==> src/rtl/bsd_pkg.sv <==
package bsd_pkg;

    localparam int ID_COUNT = 8;
    localparam int ID_W     = $clog2(ID_COUNT);

    typedef struct packed {
        logic            won;
        logic            atn;
        logic [ID_W-1:0] id;
    } sel_status_t;

    function automatic logic [ID_W:0] pick_id(input logic [ID_COUNT-1:0] data,
                                              input logic [ID_COUNT-1:0] en);
        logic [ID_W:0] r;
        r = '0;
        for (int i = ID_COUNT - 1; i >= 0; i--) begin
            if (data[i] && en[i]) r = {1'b1, ID_W'(i)};
        end
        return r;
    endfunction

    function automatic int ns_to_cycles(input int ns, input int period);
        int c;
        c = (ns + period - 1) / period;
        return (c < 1) ? 1 : c;
    endfunction

endpackage

==> src/rtl/bsd_sync.sv <==
module bsd_sync #(
    parameter int W      = 1,
    parameter int STAGES = 2
) (
    input  logic         clk,
    input  logic         rst,
    input  logic [W-1:0] d,
    output logic [W-1:0] q
);
    logic [W-1:0] chain [STAGES];

    generate
        for (genvar s = 0; s < STAGES; s++) begin : g_stage
            always_ff @(posedge clk) begin
                if (rst) chain[s] <= '0;
                else if (s == 0) chain[s] <= d;
                else chain[s] <= chain[(s == 0) ? 0 : s - 1];
            end
        end
    endgenerate

    assign q = chain[STAGES-1];
endmodule

==> src/rtl/bsd_rst_filter.sv <==
module bsd_rst_filter #(
    parameter int HOLD_CYC = 25
) (
    input  logic clk,
    input  logic rst,
    input  logic rst_s,
    input  logic own_sel_drive,
    output logic bus_reset
);
    localparam int CW = $clog2(HOLD_CYC + 1);

    logic          rst_prev;
    logic          busy;
    logic [CW-1:0] cnt;

    always_ff @(posedge clk) begin
        if (rst) begin
            rst_prev  <= 1'b0;
            busy      <= 1'b0;
            cnt       <= '0;
            bus_reset <= 1'b0;
        end else begin
            rst_prev  <= rst_s;
            bus_reset <= 1'b0;
            if (busy) begin
                if (own_sel_drive) begin
                    busy <= 1'b0;
                end else if (cnt <= CW'(1)) begin
                    busy      <= 1'b0;
                    bus_reset <= rst_s;
                end else begin
                    cnt <= cnt - CW'(1);
                end
            end else if (rst_s && !rst_prev && !own_sel_drive) begin
                busy <= 1'b1;
                cnt  <= CW'(HOLD_CYC);
            end
        end
    end
endmodule

==> src/rtl/bsd_atn_probe.sv <==
module bsd_atn_probe #(
    parameter int DELAY_CYC = 5
) (
    input  logic clk,
    input  logic rst,
    input  logic start,
    input  logic abort,
    input  logic atn_s,
    output logic done,
    output logic atn_seen
);
    localparam int CW = $clog2(DELAY_CYC + 1);

    logic          busy;
    logic [CW-1:0] cnt;

    always_ff @(posedge clk) begin
        if (rst) begin
            busy     <= 1'b0;
            cnt      <= '0;
            done     <= 1'b0;
            atn_seen <= 1'b0;
        end else begin
            done <= 1'b0;
            if (abort) begin
                busy <= 1'b0;
            end else if (start) begin
                busy <= 1'b1;
                cnt  <= CW'(DELAY_CYC);
            end else if (busy) begin
                if (cnt <= CW'(1)) begin
                    busy     <= 1'b0;
                    done     <= 1'b1;
                    atn_seen <= atn_s;
                end else begin
                    cnt <= cnt - CW'(1);
                end
            end
        end
    end
endmodule

==> src/rtl/bsd_sel_eval.sv <==
module bsd_sel_eval
    import bsd_pkg::*;
(
    input  logic                clk,
    input  logic                rst,
    input  logic                sel_s,
    input  logic                bsy_s,
    input  logic [ID_COUNT-1:0] data_s,
    input  logic [ID_COUNT-1:0] id_enable,
    input  logic                own_bsy_drive,
    input  logic                bus_free,
    input  logic                probe_done,
    input  logic                probe_atn,
    output logic                accept,
    output sel_status_t         status,
    output logic                drive_bsy,
    output logic                sel_latched,
    output logic                legacy_mode
);
    logic          sel_prev, bsy_prev;
    logic          sel_rise, bsy_fall, evt;
    logic [ID_W:0] pick;

    assign sel_rise = sel_s && !sel_prev;
    assign bsy_fall = !bsy_s && bsy_prev;
    assign evt      = (sel_rise || bsy_fall) && !(own_bsy_drive || drive_bsy);
    assign pick     = pick_id(data_s, id_enable);
    assign accept   = evt && sel_s && !bsy_s && pick[ID_W] && !bus_free;

    always_ff @(posedge clk) begin
        if (rst) begin
            sel_prev    <= 1'b0;
            bsy_prev    <= 1'b0;
            status      <= '0;
            drive_bsy   <= 1'b0;
            sel_latched <= 1'b0;
            legacy_mode <= 1'b0;
        end else begin
            sel_prev <= sel_s;
            bsy_prev <= bsy_s;
            if (bus_free) begin
                status      <= '0;
                drive_bsy   <= 1'b0;
                sel_latched <= 1'b0;
            end else if (accept) begin
                status.won  <= 1'b1;
                status.atn  <= 1'b1;
                status.id   <= pick[ID_W-1:0];
                drive_bsy   <= 1'b1;
                sel_latched <= 1'b1;
            end else if (probe_done) begin
                status.atn  <= probe_atn;
                legacy_mode <= !probe_atn;
            end
        end
    end
endmodule

==> src/rtl/bus_select_detect.sv <==
module bus_select_detect
    import bsd_pkg::*;
#(
    parameter int CLK_PERIOD_NS = 20,
    parameter int RST_FILTER_NS = 500,
    parameter int ATN_DELAY_NS  = 100,
    parameter int SYNC_STAGES   = 2
) (
    input  logic       clk,
    input  logic       rst,
    input  logic       bus_sel,
    input  logic       bus_bsy,
    input  logic       bus_atn,
    input  logic       bus_rst,
    input  logic [7:0] bus_data,
    input  logic [7:0] id_enable,
    input  logic       own_bsy_drive,
    input  logic       own_sel_drive,
    input  logic       bus_free,
    output logic [4:0] sel_status,
    output logic       sel_latched,
    output logic       drive_bsy,
    output logic       legacy_mode,
    output logic       bus_reset
);
    localparam int RST_CYC = ns_to_cycles(RST_FILTER_NS, CLK_PERIOD_NS);
    localparam int ATN_CYC = ns_to_cycles(ATN_DELAY_NS, CLK_PERIOD_NS);
    localparam int SYNC_W  = ID_COUNT + 4;

    logic [SYNC_W-1:0]   sync_q;
    logic                sel_s, bsy_s, atn_s, rst_s;
    logic [ID_COUNT-1:0] data_s;
    logic                accept, probe_done, probe_atn;
    sel_status_t         status;

    bsd_sync #(.W(SYNC_W), .STAGES(SYNC_STAGES)) u_sync (
        .clk (clk),
        .rst (rst),
        .d   ({bus_sel, bus_bsy, bus_atn, bus_rst, bus_data}),
        .q   (sync_q)
    );

    assign {sel_s, bsy_s, atn_s, rst_s, data_s} = sync_q;

    bsd_sel_eval u_eval (
        .clk          (clk),
        .rst          (rst),
        .sel_s        (sel_s),
        .bsy_s        (bsy_s),
        .data_s       (data_s),
        .id_enable    (id_enable),
        .own_bsy_drive(own_bsy_drive),
        .bus_free     (bus_free),
        .probe_done   (probe_done),
        .probe_atn    (probe_atn),
        .accept       (accept),
        .status       (status),
        .drive_bsy    (drive_bsy),
        .sel_latched  (sel_latched),
        .legacy_mode  (legacy_mode)
    );

    bsd_atn_probe #(.DELAY_CYC(ATN_CYC)) u_probe (
        .clk     (clk),
        .rst     (rst),
        .start   (accept),
        .abort   (bus_free),
        .atn_s   (atn_s),
        .done    (probe_done),
        .atn_seen(probe_atn)
    );

    bsd_rst_filter #(.HOLD_CYC(RST_CYC)) u_rstf (
        .clk          (clk),
        .rst          (rst),
        .rst_s        (rst_s),
        .own_sel_drive(own_sel_drive),
        .bus_reset    (bus_reset)
    );

    assign sel_status = status;
endmodule

==> config.mk <==
export PLATFORM = sky130hd
export DESIGN_NAME = bus_select_detect
export DESIGN_NICKNAME = d
export VERILOG_FILES = /design/src/rtl/bsd_pkg.sv /design/src/rtl/bsd_sync.sv /design/src/rtl/bsd_rst_filter.sv /design/src/rtl/bsd_atn_probe.sv /design/src/rtl/bsd_sel_eval.sv /design/src/rtl/bus_select_detect.sv
export SDC_FILE = /design/constraint.sdc
export NUM_CORES = 1
export LEC_CHECK = 0
export BUFFER_PORTS_ARGS = -buffer_cell sky130_fd_sc_hd__buf_4
export CORE_MARGIN = 1
export CORE_UTILIZATION = 51
export CTS_BUF_LIST = sky130_fd_sc_hd__clkbuf_8
export CTS_CLUSTER_SIZE = 20
export DETAILED_ROUTE_END_ITERATION = 10
export PLACE_DENSITY = 0.79
export SYNTH_ARGS = -nofsm -noshare
export SYNTH_HDL_FRONTEND = slang
export SYNTH_HIERARCHICAL = 1
export SYNTH_SLANG_ARGS = --single-unit
==> constraint.sdc <==
create_clock -name clk -period 1.8 [get_ports clk]
set_input_delay 0.09 -clock clk [delete_from_list [all_inputs] [get_ports clk]]
set_output_delay 0.09 -clock clk [all_outputs]
set_load 0.03 [all_outputs]
**Word-level counts from Yosys, hierarchy flattened**

Memory sizes are Yosys's and may differ from the RTL's.
Cells that the tools add are included.

- Memory bits (writable): 24
- Bits of input ports: 25
- Memories: 1
- Logic and storage cells: 95
- Register bits: 22

- Reduce and logical (&&, ||, !) cells: 36
- Mux-type cells: 30
- Equality and inequality tests: 3
- Add/subtract/negate cells: 2
- Magnitude comparators: 2
- Bitwise logic cells: 7

Memories:

| name | words | bits a word | read ports | clocked after memory_dff | wr ports | RTL line | RTL |
|---|---|---|---|---|---|---|---|
| u_sync.chain | 2 | 12 | 2 | 0 | 2 | bsd_sync.sv:10 | `logic [W-1:0] chain [STAGES];` |

Operators with widths:

| operator | number |
|---|---|
| 2-to-1 mux 4 bit | 8 |
| 2-to-1 mux 12 bit | 2 |
| 2-to-1 mux 5 bit | 4 |
| logical AND 1 bit | 17 |
| 2-to-1 mux 1 bit | 13 |
| 2-to-1 mux 3 bit | 3 |
| AND reduction 3 bit | 3 |
| OR reduction 4 bit | 2 |
| logical NOT 1 bit | 7 |
| != test 2 bit (second input constant) | 3 |
| nonzero test 2 bit | 3 |
| less-or-equal comparator 5 x 1 -> 1 bit (second input constant) | 1 |
| inverter 1 bit | 5 |
| subtractor 5 x 1 -> 5 bit (second input constant) | 1 |
| AND reduction 4 bit | 1 |
| less-or-equal comparator 3 x 1 -> 1 bit (second input constant) | 1 |
| subtractor 3 x 1 -> 3 bit (second input constant) | 1 |
| logical OR 1 bit | 2 |
| OR 1 bit | 2 |
| OR reduction 2 bit | 1 |

**Longest topological paths before layout**

Gate-level depths: netlist of the first run.

- Word-level depth: 13
- Depth in mapped cells: 6
- Mapped depth without buffers: 6

**Hierarchy**

Netlist of the first run, hierarchy kept.

Modules (own cells, without submodules):

| module | cells an instance | area each (um^2) | seq. area each (um^2) | times used |
|---|---|---|---|---|
| bsd_sync | 50 | 693.2 | 480.5 | 1 |
| bsd_sel_eval | 46 | 464.2 | 160.2 | 1 |
| bsd_rst_filter | 39 | 409.1 | 160.2 | 1 |
| bsd_atn_probe | 39 | 341.6 | 120.1 | 1 |

**Worst setup path after synthesis of the first run**

Ideal clock, no wire load.

- Kind: reg2reg
- Start point: register, netlist name u_eval/sel_latched
- End point: register u_probe.cnt[0]
- Arrival time: 1.925 ns
- Slack: -0.211 ns
- Setup time: 0.086 ns
- Cell stages (with the launch flop): 7
- Required time: 1.714 ns
- Path through: dfxtp_1 -> nor4b_2 -> o21ai_2 -> nor3_1 -> nor2_1 -> a211o_1 -> a221oi_2

RTL lines:

| element | RTL line | RTL |
|---|---|---|
| end signal, assigned | bsd_atn_probe.sv:29 | `cnt <= CW'(DELAY_CYC);` |
| end signal, assigned | bsd_atn_probe.sv:36 | `cnt <= cnt - CW'(1);` |
| end, declared | bsd_atn_probe.sv:15 | `logic [CW-1:0] cnt;` |

==> results of run 1 <==
[cells by family (layout without fill, tap and decap cells)]
family,count (synthesis),after routing
muxes,2,2
buffers and inverters,13,57
and+or+nand+nor,72,72
adders and majority gates,4,4
AOI/OAI and AO/OA,37,37
DFF,46,46
[layer usage]
layer	global-route usage, %	up-vias	routed length, um
met5	0	-	0
met4	6.98	0	27
met3	4.35	4	149
met2	37.8	32	2040
met1	20.0	681	1500
li1	-	695	-
[cell usage after synthesis, types with 2 or more instances]
| cell type | instances | area [sq um] |
|---|---|---|
| a211o_1 | 2 | 17.5 |
| a211oi_1 | 2 | 15.0 |
| a22o_1 | 2 | 17.5 |
| a22o_4 | 2 | 35.0 |
| a31oi_1 | 2 | 12.5 |
| a32o_1 | 2 | 20.0 |
| and2b_1 | 4 | 30.0 |
| buf_4 | 2 | 15.0 |
| buf_6 | 2 | 22.5 |
| dfxtp_1 | 46 | 921 |
| ha_1 | 4 | 50.1 |
| inv_1 | 8 | 30.0 |
| nand2_1 | 9 | 33.8 |
| nand2b_1 | 7 | 43.8 |
| nor2_1 | 10 | 37.5 |
| nor2b_1 | 12 | 75.1 |
| nor2b_2 | 14 | 123 |
| nor3_1 | 3 | 15.0 |
| nor3b_1 | 4 | 30.0 |
| nor4b_2 | 2 | 30.0 |
| o211ai_1 | 2 | 15.0 |
| o21a_1 | 2 | 15.0 |
| o221a_1 | 2 | 22.5 |
| o22ai_1 | 3 | 18.8 |
[repair_timing]
action	CTS	global route
setup buffers	0	3
cloned	0	0
hold endpoints to repair	2	1
setup endpoints to repair	1	2
pin swaps	1	4
hold buffers	2	1
resized for setup	0	3
[cell usage in the layout (no fill, tap or decap), types with 2 or more instances in the layout]
cell           count
a211oi_1           2
dfxtp_1           45
nor3_1             2
o221a_1            2
nor4_4             2
o21a_1             2
buf_4             38
dlygate4sd3_1      3
nand2_1            9
o22ai_1            3
a32o_1             2
inv_1              8
a211o_1            2
nor2_1            10
a22o_1             2
nor2b_2           14
ha_1               4
o211ai_1           2
clkbuf_8           6
bufinv_16          2
nor3b_1            4
nand2b_1           7
a31oi_1            2
nor2b_1           12
a22o_4             2
and2b_1            4
[sequential cells by signal, indices dropped and copies added (netlist names)]
| register | flops |
|---|---|
| u_rstf/cnt | 5 |
| u_eval/sel_latched | 1 |
| u_eval/status | 4 |
| u_rstf/busy | 1 |
| u_probe/busy | 1 |
| u_rstf/bus_reset | 1 |
| u_probe/done | 1 |
| u_probe/atn_seen | 1 |
| u_eval/sel_prev | 1 |
| u_eval/legacy_mode | 1 |
| u_eval/bsy_prev | 1 |
| u_probe/cnt | 3 |
| u_sync/chain | 24 |
| u_rstf/rst_prev | 1 |
[layout make-up]
cell class	count	share of cell area [%]
sequential	46	38.3
multi-input combinational	115	39.1
tap	46	2.38
clock inverter	2	2.49
clock buffer	6	3.42
timing repair buffer	41	13.1
inverter	8	1.24
[power by group]
group,internal (mW),switching [mW]
registers,1.05,0.0173
clock network,0.592,0.339
logic,0.101,0.0819
total,1.74,0.439
[worst paths after layout]
path / to / slack (ps)
worst min-delay path: u_sync/chain[0][7]$_SDFF_PP0_ / 1
worst max-delay path: u_probe/cnt[1]$_SDFFE_PP0P_ / 40
worst min register to register: u_sync/chain[1][9]$_SDFF_PP0_ / 440
worst max register to register: u_probe/cnt[1]$_SDFFE_PP0P_ / 40
==> results_dict.tcl, run 1 <==
set metrics [dict create \
    outcome "finished, final reports clean" \
    min_path_cells 2 \
    vias 1412 \
    rows 21 \
    ios 34 \
    hpwl_um 2710 \
    grt_pass1_wl_um 6030 \
    grt_max_degree 46 \
    cp_max_fo 4 \
    antenna_found_initial 0 \
    fmax_ghz 0.568 \
    hold_viol_final 0 \
    stdcell_count 264 \
    design_area_sq_um 2410 \
    drtPass1Iterations 4 \
    syn2layout_area_growth_pct 26.6 \
    synth.area.mux_share_pct 1.11 \
    fillers 275 \
    peakVddDrop_mv 0.648 \
    synthXorXnorAreaFrac_pct 0 \
    path_buf_inv 0 \
    drt.antenna.violating_nets 0 \
    synth_top_family_by_area "simple AND/OR/NAND/NOR gates" \
    setup_slack_ps 38.1 \
    tritoncts "yes" \
    finalClockSkew_ps 6.61 \
    fin_tns_setup_ps 0 \
    max_stage_delay_ps 350 \
    cp_top_family "simple AND/OR/NAND/NOR gates" \
    criticalPathCategory "flop to flop" \
    final-seq-area_sq_um 925 \
    p_leak_nw 0.947 \
    ctsLongestPathBuffers 2 \
    antenna_cells 0 \
    min_period_ps 1760 \
    synth-seq-cells 46 \
    synthFlopType "dfxtp_1" \
    grtUsageTotal_pct 19.5 \
    start_util_pct 55.0 \
    yosys.area_share.simple_pct 25.5 \
    grt_pass1_vias 1372 \
    syn_inst 174 \
    critPathLaunch "u_sync/chain[1][1]$_SDFF_PP0_" \
    maxCapViolations 0 \
    avgSynthCellArea_sq_um 11.0 \
    min_from "bus_data[7]" \
    die-height_um 63.2 \
    clk_pin_slew_ps 90 \
    core_region_area_sq_um 3470 \
    final_max_slew_viol_count 0 \
    cts-root-buf "clkbuf_8" \
    path_depth 6 \
    start_kind "flop" \
    reg2reg_depth 6 \
    viasPerCell 5.35 \
    ys_warn_count 6 \
    path_cells "a22o_4, nor4_4, nor3_4, nor3b_1, nand2_1, o22ai_1" \
    cts_buffers 5 \
    drtIter0Drc 45 \
    syn_nets 203 \
    yosysUniqueCellTypes 50 \
    syn_area_sq_um 1910 \
    grt_overflow 0 \
    worst_slew_pin_slew_ps 495 \
    power_mw 2.18 \
    relSlewSlack_pct 67.0 \
    wl_um 3710 \
    setup_violations 0 \
    endpoint_kind "flop" \
    dpl_cell_area_sq_um 2200 \
    async_flop_share_pct 0 \
    r2r-start "u_sync/chain[1][1]$_SDFF_PP0_" \
    multi_input_area_sq_um 945 \
    synth-edff-count 0 \
    rsz0062_at_grt "false" \
    hold_path.class "input port to flop" \
    period_share_pct 97.9 \
    drive_above_1_share_pct 36.2 \
    ctsHtreeMaxLevel 2 \
    cp.required_ps 2020 \
    hold_ws_ps 1.27 \
    synth-adder-area-share_pct 2.62 \
    wl_per_cell_um 14.1 \
    dieArea_sq_um 3990 \
    slowest_stage "nor4_4" \
    synth_compound_area_share_pct 18.8 \
    post-place-ws_ps 19.4 \
    nets 246 \
    fin_util_pct 69.6 \
    gp_congestion 0.864 \
    dpl.cell_count 250 \
    io_buffers 33 \
    p_per_area_nw_per_um2 902 \
    yosysSeqAreaShare_pct 48.3 \
    worstSkewPairLatency_ps 290 \
    cp.arrival_ps 1980 \
    clock_sinks 46 \
    die_x_um 63.2 \
    drc 0 \
]
Power figures use the tool's default switching activity.
==> inputs of run 2 (changes only) <==
- CELL_PAD_IN_SITES_DETAIL_PLACEMENT: not set -> 0
- CELL_PAD_IN_SITES_GLOBAL_PLACEMENT: not set -> 1
- CORE_UTILIZATION: 51 -> 40
==> results_dict.tcl, run 2 (synthesized netlist as in run 1, its figures left out) <==
set metrics [dict create \
    finalClockSkew_ps 7.61 \
    grt_max_degree 46 \
    gp_congestion 0.870 \
    syn2layout_area_growth_pct 24.5 \
    stdcell_count 271 \
    setup_violations 0 \
    worst_slew_pin_slew_ps 523 \
    hold_path.class "input port to flop" \
    rsz0062_at_grt "false" \
    core_region_area_sq_um 4470 \
    min_period_ps 1670 \
    reg_top3 "u_sync/chain: 24 flops, u_rstf/cnt: 5 flops, u_eval/status: 4 flops" \
    grt_pass1_wl_um 6070 \
    regMostFlops "u_sync/chain" \
    tritoncts "yes" \
    setup_slack_ps 133 \
    drive_above_1_share_pct 34.7 \
    postCtsSetupRepairBufs 0 \
    post-place-ws_ps 52.1 \
    worstSkewPairLatency_ps 290 \
    peakVddDrop_mv 0.520 \
    cts_buffers 5 \
    antenna_found_initial 0 \
    dieArea_sq_um 5050 \
    period_share_pct 92.6 \
    cp.arrival_ps 1860 \
    drtPass1Iterations 6 \
    clk_pin_slew_ps 80 \
    hold_viol_final 0 \
    grt_overflow 0 \
    vias 1373 \
    p_per_area_nw_per_um2 784 \
    dpl.cell_count 256 \
    io_buffers 33 \
    start_kind "flop" \
    die_x_um 71.1 \
    final_cell_mix "45 x dfxtp_1, 35 x buf_4, 14 x nor2b_2, 12 x nor2b_1, 10 x nor2_1" \
    criticalPathCategory "flop to flop" \
    outcome "finished, final reports clean" \
    nets 247 \
    endpoint_kind "flop" \
    wl_per_cell_um 12.8 \
    fin_tns_setup_ps 0 \
    hpwl_um 2490 \
    final_common_cell "dfxtp_1" \
    fmax_ghz 0.600 \
    grtUsageTotal_pct 15.3 \
    ctsHtreeMaxLevel 2 \
    ios 34 \
    maxCapViolations 0 \
    drc 0 \
    start_util_pct 42.6 \
    largest_reg_flops 24 \
    drt.antenna.violating_nets 0 \
    final_max_slew_viol_count 0 \
    antenna_cells 0 \
    viasPerCell 5.07 \
    drtIter0Drc 72 \
    rows 24 \
    clock_sinks 46 \
    grt_pass1_vias 1365 \
    p_leak_nw 0.921 \
    cp_max_fo 5 \
    ctsLongestPathBuffers 2 \
    relSlewSlack_pct 65.1 \
    wl_um 3470 \
    cts-root-buf "clkbuf_8" \
    die-height_um 71.1 \
    cp.required_ps 2000 \
]
## run 2: final timing paths
path                                  start                              to  slack, ps  cells after the start
max              u_rstf/cnt[1]$_SDFFE_PP0P_      u_rstf/cnt[2]$_SDFFE_PP0P_        130                      6
max reg2reg      u_rstf/cnt[1]$_SDFFE_PP0P_      u_rstf/cnt[2]$_SDFFE_PP0P_        130                      6
min                                 bus_atn   u_sync/chain[0][9]$_SDFF_PP0_         10                      2
min reg2reg  u_sync/chain[0][11]$_SDFF_PP0_  u_sync/chain[1][11]$_SDFF_PP0_        440                      1
## run 2: area by class of cell
type / instances / area (sq um)
Timing Repair Buffer: 42 / 333
Clock inverter: 3 / 21.3
Multi-Input combinational cell: 115 / 936
Tap cell: 52 / 65.1
Inverter: 8 / 30.0
Fill cell: 389 / 2100
Clock buffer: 5 / 68.8
Sequential cell: 46 / 922
## run 2: power by group
part / internal [mW] / switching (mW)
logic: 0.102 / 0.0808
clock network: 0.273 / 0.343
registers: 1.05 / 0.0166
## run 2: repair_timing
item | 4_1_cts | 5_1_grt
hold endpoints to repair | 7 | 0
resized for setup | 0 | 1
endpoints found under the setup margin | 0 | 1
hold buffers | 7 | 0
## run 2: per-layer routing
| layer | vias to the layer above | track usage (%) | share of wire [%] | wire length, um |
|---|---|---|---|---|
| met5 | - | 0 | 0 | 0 |
| met2 | 41 | 26.0 | 48 | 1680 |
| met3 | 9 | 3.56 | 4.2 | 144 |
| li1 | 697 | - | - | - |
| met4 | 0 | 7.33 | 2.1 | 72 |
| met1 | 626 | 18.4 | 45 | 1570 |
## run 2: through the flow
stage	hold WS, ps	utilization (%)	area (sq um)	total power, mW
floorplan	155	-	1920	1.18
global placement	301	49.3	2210	1.25
detailed placement	303	49.3	2210	1.26
CTS	1.25	52.9	2370	1.88
global route	7.60	53.1	2380	1.95
finish	10.3	53.1	2380	1.86
## run 2: worst max-delay path, cell delays in order, from the launching register on
cell	delay, ps
dfxtp_1	390
inv_1	90
ha_1	190
o21bai_2	220
a221oi_4	360
o22ai_1	130
a21o_1	190
==> inputs of run 3 (changes only) <==
- ABC_AREA: not set -> 1
- CORE_UTILIZATION: 40 -> 38
- PLACE_DENSITY: 0.79 -> 0.8
- SLEW_MARGIN: not set -> 20
==> results_dict.tcl, run 3 <==
set metrics [dict create \
    outcome "finished, final reports clean" \
    worstSkewPairLatency_ps 300 \
    nets 322 \
    post_cts_resized 0 \
    p_int_mw 1.43 \
    power_frac_clock_pct 35.0 \
    relSlewSlack_pct 73.5 \
    p_sw_share_pct 25.3 \
    drtIter0Drc 52 \
    post-place-ws_ps 224 \
    fin_tns_setup_ps 0 \
    gr-usage-met2_pct 23.2 \
    cp.required_ps 2000 \
    synthFlopType "dfxtp_1" \
    power_frac_seq_pct 55.7 \
    cp_max_fo 6 \
    reg2reg_slack_ps 220 \
    use_met3_pct 4.70 \
    criticalPathCategory "flop to flop" \
    largest_reg_flops 24 \
    ctsHtreeMaxLevel 2 \
    clock_sinks 46 \
    rsz0062_at_grt "false" \
    synth-seq-cells 46 \
    timing.rr.end "u_probe/atn_seen$_SDFFE_PP0P_" \
    p_leak_nw 1.15 \
    final_max_slew_viol_count 0 \
    core_region_area_sq_um 4790 \
    setup_slack_ps 219 \
    worst_slew_pin_slew_ps 398 \
    drc 0 \
    clk_pin_slew_ps 90 \
    grt_pass1_vias 1338 \
    top_usage_layer "met2" \
    reg_top3 "u_sync/chain: 24 flops, u_rstf/cnt: 5 flops, u_eval/status: 4 flops" \
    synthXorXnorAreaFrac_pct 0 \
    peakVddDrop_mv 0.422 \
    die_x_um 72.8 \
    synth.area.mux_share_pct 0 \
    min_path_cells 4 \
    synth_compound_area_share_pct 7.68 \
    synth-adder-area-share_pct 2.63 \
    rows 25 \
    postCtsSetupRepairBufs 0 \
    finalClockSkew_ps 4.96 \
    regMostFlops "u_sync/chain" \
    syn_nets 273 \
    drive_above_1_share_pct 21.4 \
    io_buffers 33 \
    grtUsageTotal_pct 13.7 \
    synthTopCellsByCount "51 x inv_1, 46 x dfxtp_1, 46 x nand2_1" \
    syn_area_sq_um 1910 \
    viasPerCell 4.13 \
    synth_top_area_share_pct 48.3 \
    synth_top_cell_by_area "dfxtp_1" \
    synth-edff-count 0 \
    wl_um 3310 \
    synth_area_leaders "dfxtp_1 48%, inv_1 10%, nand2_1 9.1%, nor2_1 8.1%, ha_1 2.6%" \
    async_flop_share_pct 0 \
    synth_top_family_by_area "simple AND/OR/NAND/NOR gates" \
    cts-root-buf "clkbuf_8" \
    grt_max_degree 38 \
    reg2reg_depth 10 \
    gp_congestion 0.772 \
    vias 1492 \
    fmax_ghz 0.633 \
    antenna_cells 0 \
    use_met1_pct 15.3 \
    drtPass1Iterations 4 \
    min_period_ps 1580 \
    wl_per_cell_um 9.18 \
    grt_overflow 0 \
    maxCapViolations 0 \
    yosys.area_share.simple_pct 29.2 \
    tritoncts "yes" \
    avgSynthCellArea_sq_um 7.81 \
    syn2layout_area_growth_pct 27.2 \
    final_common_cell "inv_1" \
    ios 34 \
    syn_inst 244 \
    drt.antenna.violating_nets 0 \
    p_per_area_nw_per_um2 787 \
    endpoint_kind "flop" \
    yosysSeqAreaShare_pct 48.3 \
    ys_warn_count 6 \
    synth.most_common_cell "inv_1" \
    fillers 487 \
    pwr-share-comb_pct 9.3 \
    hold_path.class "input port to flop" \
    hold_viol_final 0 \
    antenna_found_initial 0 \
    power.switching_uw 483 \
    final_cell_mix "51 x inv_1, 46 x nand2_1, 46 x dfxtp_1, 41 x nor2_1, 33 x buf_4" \
    die-height_um 72.8 \
    ctsLongestPathBuffers 2 \
    critPathLaunch "u_sync/chain[1][3]$_SDFF_PP0_" \
    setup_violations 0 \
    dieArea_sq_um 5300 \
    fin_util_pct 50.7 \
    hold_ws_ps 94.3 \
    start_kind "flop" \
    crit_path_end "u_probe/atn_seen$_SDFFE_PP0P_" \
    hpwl_um 2310 \
    grt_pass1_wl_um 5470 \
    cp.arrival_ps 1780 \
    period_share_pct 87.8 \
    cts_buffers 5 \
    start_util_pct 39.8 \
    yosysUniqueCellTypes 28 \
    r2r-start "u_sync/chain[1][3]$_SDFF_PP0_" \
]
-- run 3: cell count changes after synthesis, sizes merged, moves of 5 or more --
cell	before	now
nor2	11	45
a21oi	2	11
nand3	0	12
inv	8	52
nor2b	26	0
nand2	9	50
nand2b	7	0
nand4	0	5
and2b	5	0
-- run 3: power by group through the flow --
stage / sequential (mW) / combinational [mW] / clock [mW]
after floorplan: 1.08 / 0.0922 / 0
after global routing: 1.07 / 0.200 / 0.735
final: 1.06 / 0.178 / 0.668
after detailed placement: 1.09 / 0.156 / 0
after global placement: 1.09 / 0.156 / 0
after CTS: 1.06 / 0.179 / 0.702
-- run 3: how the worst min path moves through the flow --
stage / from / end
after floorplan: rst / u_probe/cnt[1]$_SDFFE_PP0P_
after global placement: own_sel_drive / u_rstf/bus_reset$_SDFF_PP0_
after detailed placement: own_sel_drive / u_rstf/bus_reset$_SDFF_PP0_
after CTS: id_enable[0] / u_eval/status[0]$_SDFFE_PP0P_
after global routing: id_enable[0] / u_eval/status[0]$_SDFFE_PP0P_
final: id_enable[0] / u_eval/status[0]$_SDFFE_PP0P_
-- run 3: logic make-up (layout without fill, tap and decap cells) --
group           after synthesis  count (layout)
buf+inv                      56             106
flops                        46              46
simple gates                117             117
fa+ha+maj                     4               4
compound gates               21              21
-- run 3: worst max-delay path, cell delays in order, from the launching register on --
cell and delay, ps:
dfxtp_1 310, nand2_1 70, nand2_1 90, nor2_1 110, nand2_1 130, nand2_4 140, nor2_4 60, nor3_4 270
nand3_2 130, o21ai_1 130, a21oi_1 50
-- run 3: per-stage QoR --
| step | area, sq um | total power [mW] | instances |
|---|---|---|---|
| CTS | 2420 | 1.94 | 361 |
| global placement | 2200 | 1.24 | 340 |
| floorplan | 1910 | 1.18 | 244 |
| global route | 2420 | 2.00 | 361 |
| finish | 2420 | 1.91 | 361 |
| detailed placement | 2200 | 1.24 | 340 |
-- run 3: timing repair --
action,CTS,global route
hold buffers,13,0
setup endpoints to repair,0,0
endpoints found under the hold margin,13,0
-- run 3: final cells by class --
cell class	instances	area (sq um)	area share, %
Clock buffer	5	68.8	2.84
Clock inverter	3	26.3	1.08
Inverter	52	195	8.05
Multi-Input combinational cell	142	752	31.0
Sequential cell	46	921	38.0
Tap cell	67	83.8	3.46
Timing Repair Buffer	46	378	15.6
-- run 3: per-layer routing --
| layer | routed length [um] | vias to the layer above |
|---|---|---|
| li1 | - | 832 |
| met1 | 1630 | 626 |
| met2 | 1510 | 26 |
| met3 | 98 | 8 |
| met4 | 83 | 0 |
| met5 | 0 | - |
